## config.mk

```make
export PLATFORM = sky130hd
export DESIGN_NAME = spec_regfile
export DESIGN_NICKNAME = d
export VERILOG_FILES = /design/src/rtl/regfile_pkg.sv /design/src/rtl/regfile_ctrl.sv /design/src/rtl/regfile_dp.sv /design/src/rtl/spec_regfile.sv
export SDC_FILE = /design/constraint.sdc
export NUM_CORES = 2
export LEC_CHECK = 0
export BUFFER_PORTS_ARGS = -buffer_cell sky130_fd_sc_hd__buf_2
export CAP_MARGIN = 40
export CORE_MARGIN = 2
export CORE_UTILIZATION = 40
export DETAILED_ROUTE_END_ITERATION = 8
export PLACE_DENSITY = 0.67
export SLEW_MARGIN = 20
export SYNTH_ARGS = -nofsm -noshare
export SYNTH_HDL_FRONTEND = slang
export SYNTH_SLANG_ARGS = --single-unit
```

## constraint.sdc

```tcl
create_clock -name clk -period 10.8 [get_ports clk]
set_input_delay 1.62 -clock clk [delete_from_list [all_inputs] [get_ports clk]]
set_output_delay 1.62 -clock clk [all_outputs]
set_load 0.005 [all_outputs]
```

## src/rtl/regfile_pkg.sv

```systemverilog
package regfile_pkg;
  localparam int SEL_W = 5;
  localparam int NUM_GPR = 16;

  localparam logic [SEL_W-1:0] SEL_ACC   = 5'd16;
  localparam logic [SEL_W-1:0] SEL_STK   = 5'd17;
  localparam logic [SEL_W-1:0] SEL_BASE  = 5'd18;
  localparam logic [SEL_W-1:0] SEL_LINK  = 5'd19;
  localparam logic [SEL_W-1:0] SEL_ZERO  = 5'd20;
  localparam logic [SEL_W-1:0] SEL_PC    = 5'd21;
  localparam logic [SEL_W-1:0] SEL_IVT   = 5'd22;
  localparam logic [SEL_W-1:0] SEL_MAP   = 5'd23;
  localparam logic [SEL_W-1:0] SEL_BAD_LO = 5'd24;

  // Lower code wins when several ports are illegal together
  typedef enum logic [1:0] {
    CAUSE_NONE  = 2'd0,
    CAUSE_NOREG = 2'd1,
    CAUSE_PRIV  = 2'd2,
    CAUSE_PCWR  = 2'd3
  } cause_e;

  typedef struct packed {
    logic             wrCommit;
    logic [SEL_W-1:0] wrIdx;
    logic             rdMaskA;
    logic             rdMaskB;
  } strobes_t;
endpackage

```

## src/rtl/regfile_ctrl.sv

```systemverilog
module regfile_ctrl
  import regfile_pkg::*;
(
  input  logic             clk,
  input  logic             rstN,
  input  logic             kernelMode,
  input  logic             rdEnA,
  input  logic [SEL_W-1:0] rdSelA,
  input  logic             rdEnB,
  input  logic [SEL_W-1:0] rdSelB,
  input  logic             wrEn,
  input  logic [SEL_W-1:0] wrSel,
  output strobes_t         strb,
  output logic             fault,
  output logic [1:0]       faultCause
);
  cause_e causeA, causeB, causeW, causeRd, causeAll;
  cause_e causeQ;
  logic   faultQ;

  function automatic cause_e classify(input logic en, input logic [SEL_W-1:0] sel,
                                      input logic km, input logic isWrite);
    cause_e c;
    c = CAUSE_NONE;
    if (en) begin
      if (sel >= SEL_BAD_LO)                         c = CAUSE_NOREG;
      else if ((sel == SEL_IVT || sel == SEL_MAP) && !km) c = CAUSE_PRIV;
      else if (isWrite && sel == SEL_PC)             c = CAUSE_PCWR;
    end
    return c;
  endfunction

  function automatic cause_e pickCause(input cause_e a, input cause_e b);
    if (a == CAUSE_NONE) return b;
    if (b == CAUSE_NONE) return a;
    return (a < b) ? a : b;
  endfunction

  always_comb begin
    causeA   = classify(rdEnA, rdSelA, kernelMode, 1'b0);
    causeB   = classify(rdEnB, rdSelB, kernelMode, 1'b0);
    causeW   = classify(wrEn, wrSel, kernelMode, 1'b1);
    causeRd  = pickCause(causeA, causeB);
    causeAll = pickCause(causeRd, causeW);

    strb.rdMaskA  = (causeA != CAUSE_NONE) || (rdSelA == SEL_ZERO);
    strb.rdMaskB  = (causeB != CAUSE_NONE) || (rdSelB == SEL_ZERO);
    strb.wrIdx    = wrSel;
    strb.wrCommit = wrEn && (causeW == CAUSE_NONE) && (wrSel != SEL_ZERO) && (wrSel != SEL_PC);
  end

  always_ff @(posedge clk) begin
    if (!rstN) begin
      faultQ <= 1'b0;
      causeQ <= CAUSE_NONE;
    end else begin
      faultQ <= (causeAll != CAUSE_NONE);
      causeQ <= causeAll;
    end
  end

  assign fault      = faultQ;
  assign faultCause = causeQ;

  assert_noreg_fault_R5: assert property (@(posedge clk) disable iff (!rstN)
    (wrEn && wrSel >= SEL_BAD_LO) |=> (fault && faultCause == CAUSE_NOREG));

  assert_priv_block_R4: assert property (@(posedge clk) disable iff (!rstN)
    (wrEn && !kernelMode && (wrSel == SEL_IVT || wrSel == SEL_MAP)) |-> !strb.wrCommit);

  assert_pc_never_written_R3: assert property (@(posedge clk) disable iff (!rstN)
    (wrEn && wrSel == SEL_PC) |-> !strb.wrCommit);

  assert_zero_silent_R2: assert property (@(posedge clk) disable iff (!rstN)
    (wrEn && wrSel == SEL_ZERO && !rdEnA && !rdEnB) |=> !fault);

  assert_fault_has_cause_R9: assert property (@(posedge clk) disable iff (!rstN)
    fault |-> (faultCause != CAUSE_NONE));
endmodule

```

## src/rtl/regfile_dp.sv

```systemverilog
module regfile_dp
  import regfile_pkg::*;
#(
  parameter int XLEN = 32
) (
  input  logic                      clk,
  input  logic                      rstN,
  input  strobes_t                  strb,
  input  logic [XLEN-1:0]           pcValue,
  input  logic [1:0][SEL_W-1:0]     rdSel,
  input  logic [XLEN-1:0]           wrData,
  output logic [1:0][XLEN-1:0]      rdData
);
  localparam int NUM_SLOTS = 1 << SEL_W;

  logic [XLEN-1:0] slots [NUM_SLOTS];
  logic [1:0]      rdMask;

  assign rdMask = {strb.rdMaskB, strb.rdMaskA};

  always_ff @(posedge clk) begin
    for (int i = 0; i < NUM_SLOTS; i++) begin
      if (!rstN)
        slots[i] <= '0;
      else if (strb.wrCommit && strb.wrIdx == SEL_W'(i))
        slots[i] <= wrData;
    end
  end

  for (genvar p = 0; p < 2; p++) begin : g_rdPort
    always_comb begin
      if (rdMask[p])              rdData[p] = '0;
      else if (rdSel[p] == SEL_PC) rdData[p] = pcValue;
      else                        rdData[p] = slots[rdSel[p]];
    end
  end

  assert_write_lands_R1: assert property (@(posedge clk) disable iff (!rstN)
    strb.wrCommit |=> (slots[$past(strb.wrIdx)] == $past(wrData)));
endmodule

```

## src/rtl/spec_regfile.sv

```systemverilog
module spec_regfile
  import regfile_pkg::*;
#(
  parameter int XLEN = 32
) (
  input  logic             clk,
  input  logic             rstN,
  input  logic             kernelMode,
  input  logic [XLEN-1:0]  pcValue,
  input  logic             rdEnA,
  input  logic [4:0]       rdSelA,
  output logic [XLEN-1:0]  rdDataA,
  input  logic             rdEnB,
  input  logic [4:0]       rdSelB,
  output logic [XLEN-1:0]  rdDataB,
  input  logic             wrEn,
  input  logic [4:0]       wrSel,
  input  logic [XLEN-1:0]  wrData,
  output logic             fault,
  output logic [1:0]       faultCause
);
  strobes_t                  strb;
  logic [1:0][SEL_W-1:0]     rdSelPair;
  logic [1:0][XLEN-1:0]      rdDataPair;

  assign rdSelPair = {rdSelB, rdSelA};
  assign rdDataA   = rdDataPair[0];
  assign rdDataB   = rdDataPair[1];

  regfile_ctrl u_ctrl (
    .clk(clk), .rstN(rstN), .kernelMode(kernelMode),
    .rdEnA(rdEnA), .rdSelA(rdSelA), .rdEnB(rdEnB), .rdSelB(rdSelB),
    .wrEn(wrEn), .wrSel(wrSel), .strb(strb),
    .fault(fault), .faultCause(faultCause)
  );

  regfile_dp #(.XLEN(XLEN)) u_dp (
    .clk(clk), .rstN(rstN), .strb(strb), .pcValue(pcValue),
    .rdSel(rdSelPair), .wrData(wrData), .rdData(rdDataPair)
  );
endmodule

```

==> key figures <==
Outcome
  • Run status: complete, no violations

STA
  • Final Setup Violations: 0
  • Final hold vios: 0
  • RSZ-0062 raised after global routing: no
  • Post-route clock period utilization: between 60 and 70%
  • Hold Slack: ~1.4 ns
  • Max transition margin: a little under a third
  • Slew Viols, Final: 0
  • Setup ws final: 3.65 ns
  • FMAX: 0.140 GHz
  • Worst-Margin Slew: between 1 and 1.5 ns
  • Tmin final: between 7 and 8 ns
  • Total Neg Setup Slack: 0 ns

Clock tree
  • CTS resizes: 0
  • Root Buffer: clkbuf_16
  • Num CTS Buffers: 105
  • Num Clock Sinks: slightly above 1000
  • Maximum buffer depth of the clock tree: 3
  • H-tree levels: 3
  • CTS clock-pin slew for the worst setup and hold paths: 0.06 ns
  • Post-CTS setup buffers: 0
  • Hold Buf Count CTS: 0
  • CTS tree: yes

Layout
  • Commonest non-fill, non-tap cells in the layout: edfxtp_1 (1024), and2_1 (705), mux4_2 (570)
  • Final Cell Area: roughly 0.061 mm^2
  • Area of the multi-input gates: about 0.023 mm^2
  • Register area: between 0.03 and 0.04 mm^2
  • FILL cells: ~11000
  • Most common cell after layout, fill and taps aside: edfxtp_1
  • Final net count: about 3600
  • Share of cells above drive strength 1: slightly below 30%
  • Area Growth Syn to Fin: 14.3%

Synthesis
  • Unique masters post-synth: 47
  • Synth Register Bits: 1027
  • Post-Syn Area: 0.0532 mm^2
  • Largest area contributor in the netlist: edfxtp_1
  • Post-synth ARST share: 0%
  • Synth Instances: 3143
  • Main synth FF type: edfxtp_1
  • EDFF count, synth: 1024
  • Synth top area share: approximately 58%
  • Seq/Total Area, Yosys: between 50 and 60%
  • Avg Cell Area, Syn: 16.9 um^2
  • Warnings, synthesis: 0
  • Synth top area cells: edfxtp_1 (58%), mux4_2 (24%), and2_1 (8.3%)

Global routing
  • Initial antenna violation count: 26
  • Grt ovf: 0
  • First-pass GRT wire length: 235 mm
  • Global-route usage over all layers: about a quarter
  • Pin count of the biggest net entering global routing: about 130
  • Via count of the first global-routing pass: roughly 32000

Setup path
  • Critical path data arrival time: around 5.5 ns
  • CP max stage delay: between 0.9 and 1 ns
  • CP Cell Sequence: clkbuf_8, buf_16, nand3b_1, nor3b_2, buf_4, nor3b_2, buf_4, a221oi_1, a21oi_1, buf_2
  • Worst path required time: about 9.2 ns
  • Startpoint Class: input port
  • Slowest CP cell: a221oi_1
  • Crit. End Element: output port
  • Max Fanout on Critical Path: 42
  • Worst setup path class: input port to output port

Route
  • Drt pass-1 iters: 5
  • DR iter-0 viols: approximately 5000
  • Via density: 5.98
  • DRC viols: 0
  • ANT nets after route: 0
  • DRT Wirelength: about 170 mm
  • Routed via count: ~32000
  • Routed len/inst: between 30 and 40 um

Hold path
  • Hold Path Class: input port to flop

Pwr
  • Final total power: 9.66 mW
  • Max rail drop VDD: 0.000123 V
  • Pleak: approximately 21 nW
  • Total power per unit cell area: 159 mW/mm^2

Job
  • Max Cap Violations: 0

Die
  • Initial Util: 40.4%
  • Die area: between 0.1 and 0.15 mm^2
  • Die X: between 300 and 400 um
  • Die height: between 300 and 400 um
  • IO Pins: 152
  • Rows: between 100 and 150
  • CORE AREA: approximately 0.13 mm^2

Placement
  • Pre-CTS setup slack: approximately 3.7 ns
  • IO Port Bufs: roughly 150
  • Placed inst area: approximately 0.057 mm^2
  • Dpl hpwl: roughly 99 mm
  • Gpl congestion: approximately 0.85
==> flip-flops by register name (all words and copies together), names as in the netlist <==
signal and flops:
u_ctrl.faultCause 2, u_dp.slots 1024, u_ctrl.fault 1
==> critical path: cells and delay by family <==
family | cells | cell delay, ns
buffers and inverters | 5 | 1.81
and+or+nand+nor | 3 | 0.78
AOI/OAI and AO/OA | 2 | 1.26
==> synthesized netlist by cell type, types with 3 or more instances <==
| master | instances |
|---|---|
| dfxtp_1 | 3 |
| nand2b_1 | 19 |
| mux2_2 | 31 |
| a211o_1 | 22 |
| buf_6 | 10 |
| a21oi_1 | 43 |
| buf_2 | 62 |
| o31ai_1 | 4 |
| clkbuf_1 | 217 |
| mux4_2 | 570 |
| nor3_1 | 4 |
| edfxtp_1 | 1024 |
| nor2_1 | 59 |
| buf_4 | 16 |
| ha_1 | 3 |
| and2_1 | 705 |
| mux2i_1 | 69 |
| a221oi_1 | 32 |
| nor3b_1 | 3 |
| o21ai_0 | 23 |
| nor2b_1 | 66 |
| a211oi_1 | 47 |
| nor4_1 | 3 |
| buf_1 | 18 |
| nand2_1 | 14 |
| inv_1 | 14 |
| nand3_1 | 7 |
| a221o_1 | 32 |
==> routing by layer <==
| metal | up-vias | wire length [um] | track usage (%) |
|---|---|---|---|
| li1 | 12900 | - | - |
| met1 | 16600 | 63900 | 33.7 |
| met2 | 2026 | 77800 | 38.2 |
| met3 | 325 | 18200 | 5.22 |
| met4 | 18 | 5160 | 7.57 |
| met5 | - | 110 | 0 |
==> path summary, 6_finish.rpt <==
path	from	end	slack, ns	cells past startpoint
worst min-delay path	rstN	u_ctrl.faultCause[1]	1.40	3
worst max-delay path	rdSelA[2]	rdDataA[21]	3.65	10
==> where the power goes <==
part	internal [mW]	switching (mW)
combinational	0.546	0.663
sequential	4.65	0.119
clock	2.09	1.59
total	7.28	2.38
==> per-stage QoR <==
step,util [%],std cells
6_report,46.1,5342
5_1_grt,46.1,5336
4_1_cts,46.1,5334
3_5_place_dp,43.5,5138
3_3_place_gp,43.3,5124
2_1_floorplan,-,3462
==> logic make-up after synthesis <==
group | Yosys count | synth area share [%]
DFF | 1027 | 57.9
and+or+nand+nor | 891 | 10.1
muxes | 670 | 26.1
buffers and inverters | 338 | 2.79
AOI/OAI and AO/OA | 213 | 2.98
adders and majority gates | 3 | 0.0706
other | 1 | 0.00705
==> area by class of cell <==
type	count	area share, %
Sequential cell	1027	50.7
Multi-Input combinational cell	2097	37.1
Clock buffer	126	4.49
Tap cell	1755	3.61
Timing Repair Buffer	245	2.91
Clock inverter	70	1.13
Inverter	15	0.0967
Antenna cell	7	0.0288
Note: power is estimated with default switching activity, not from simulation.
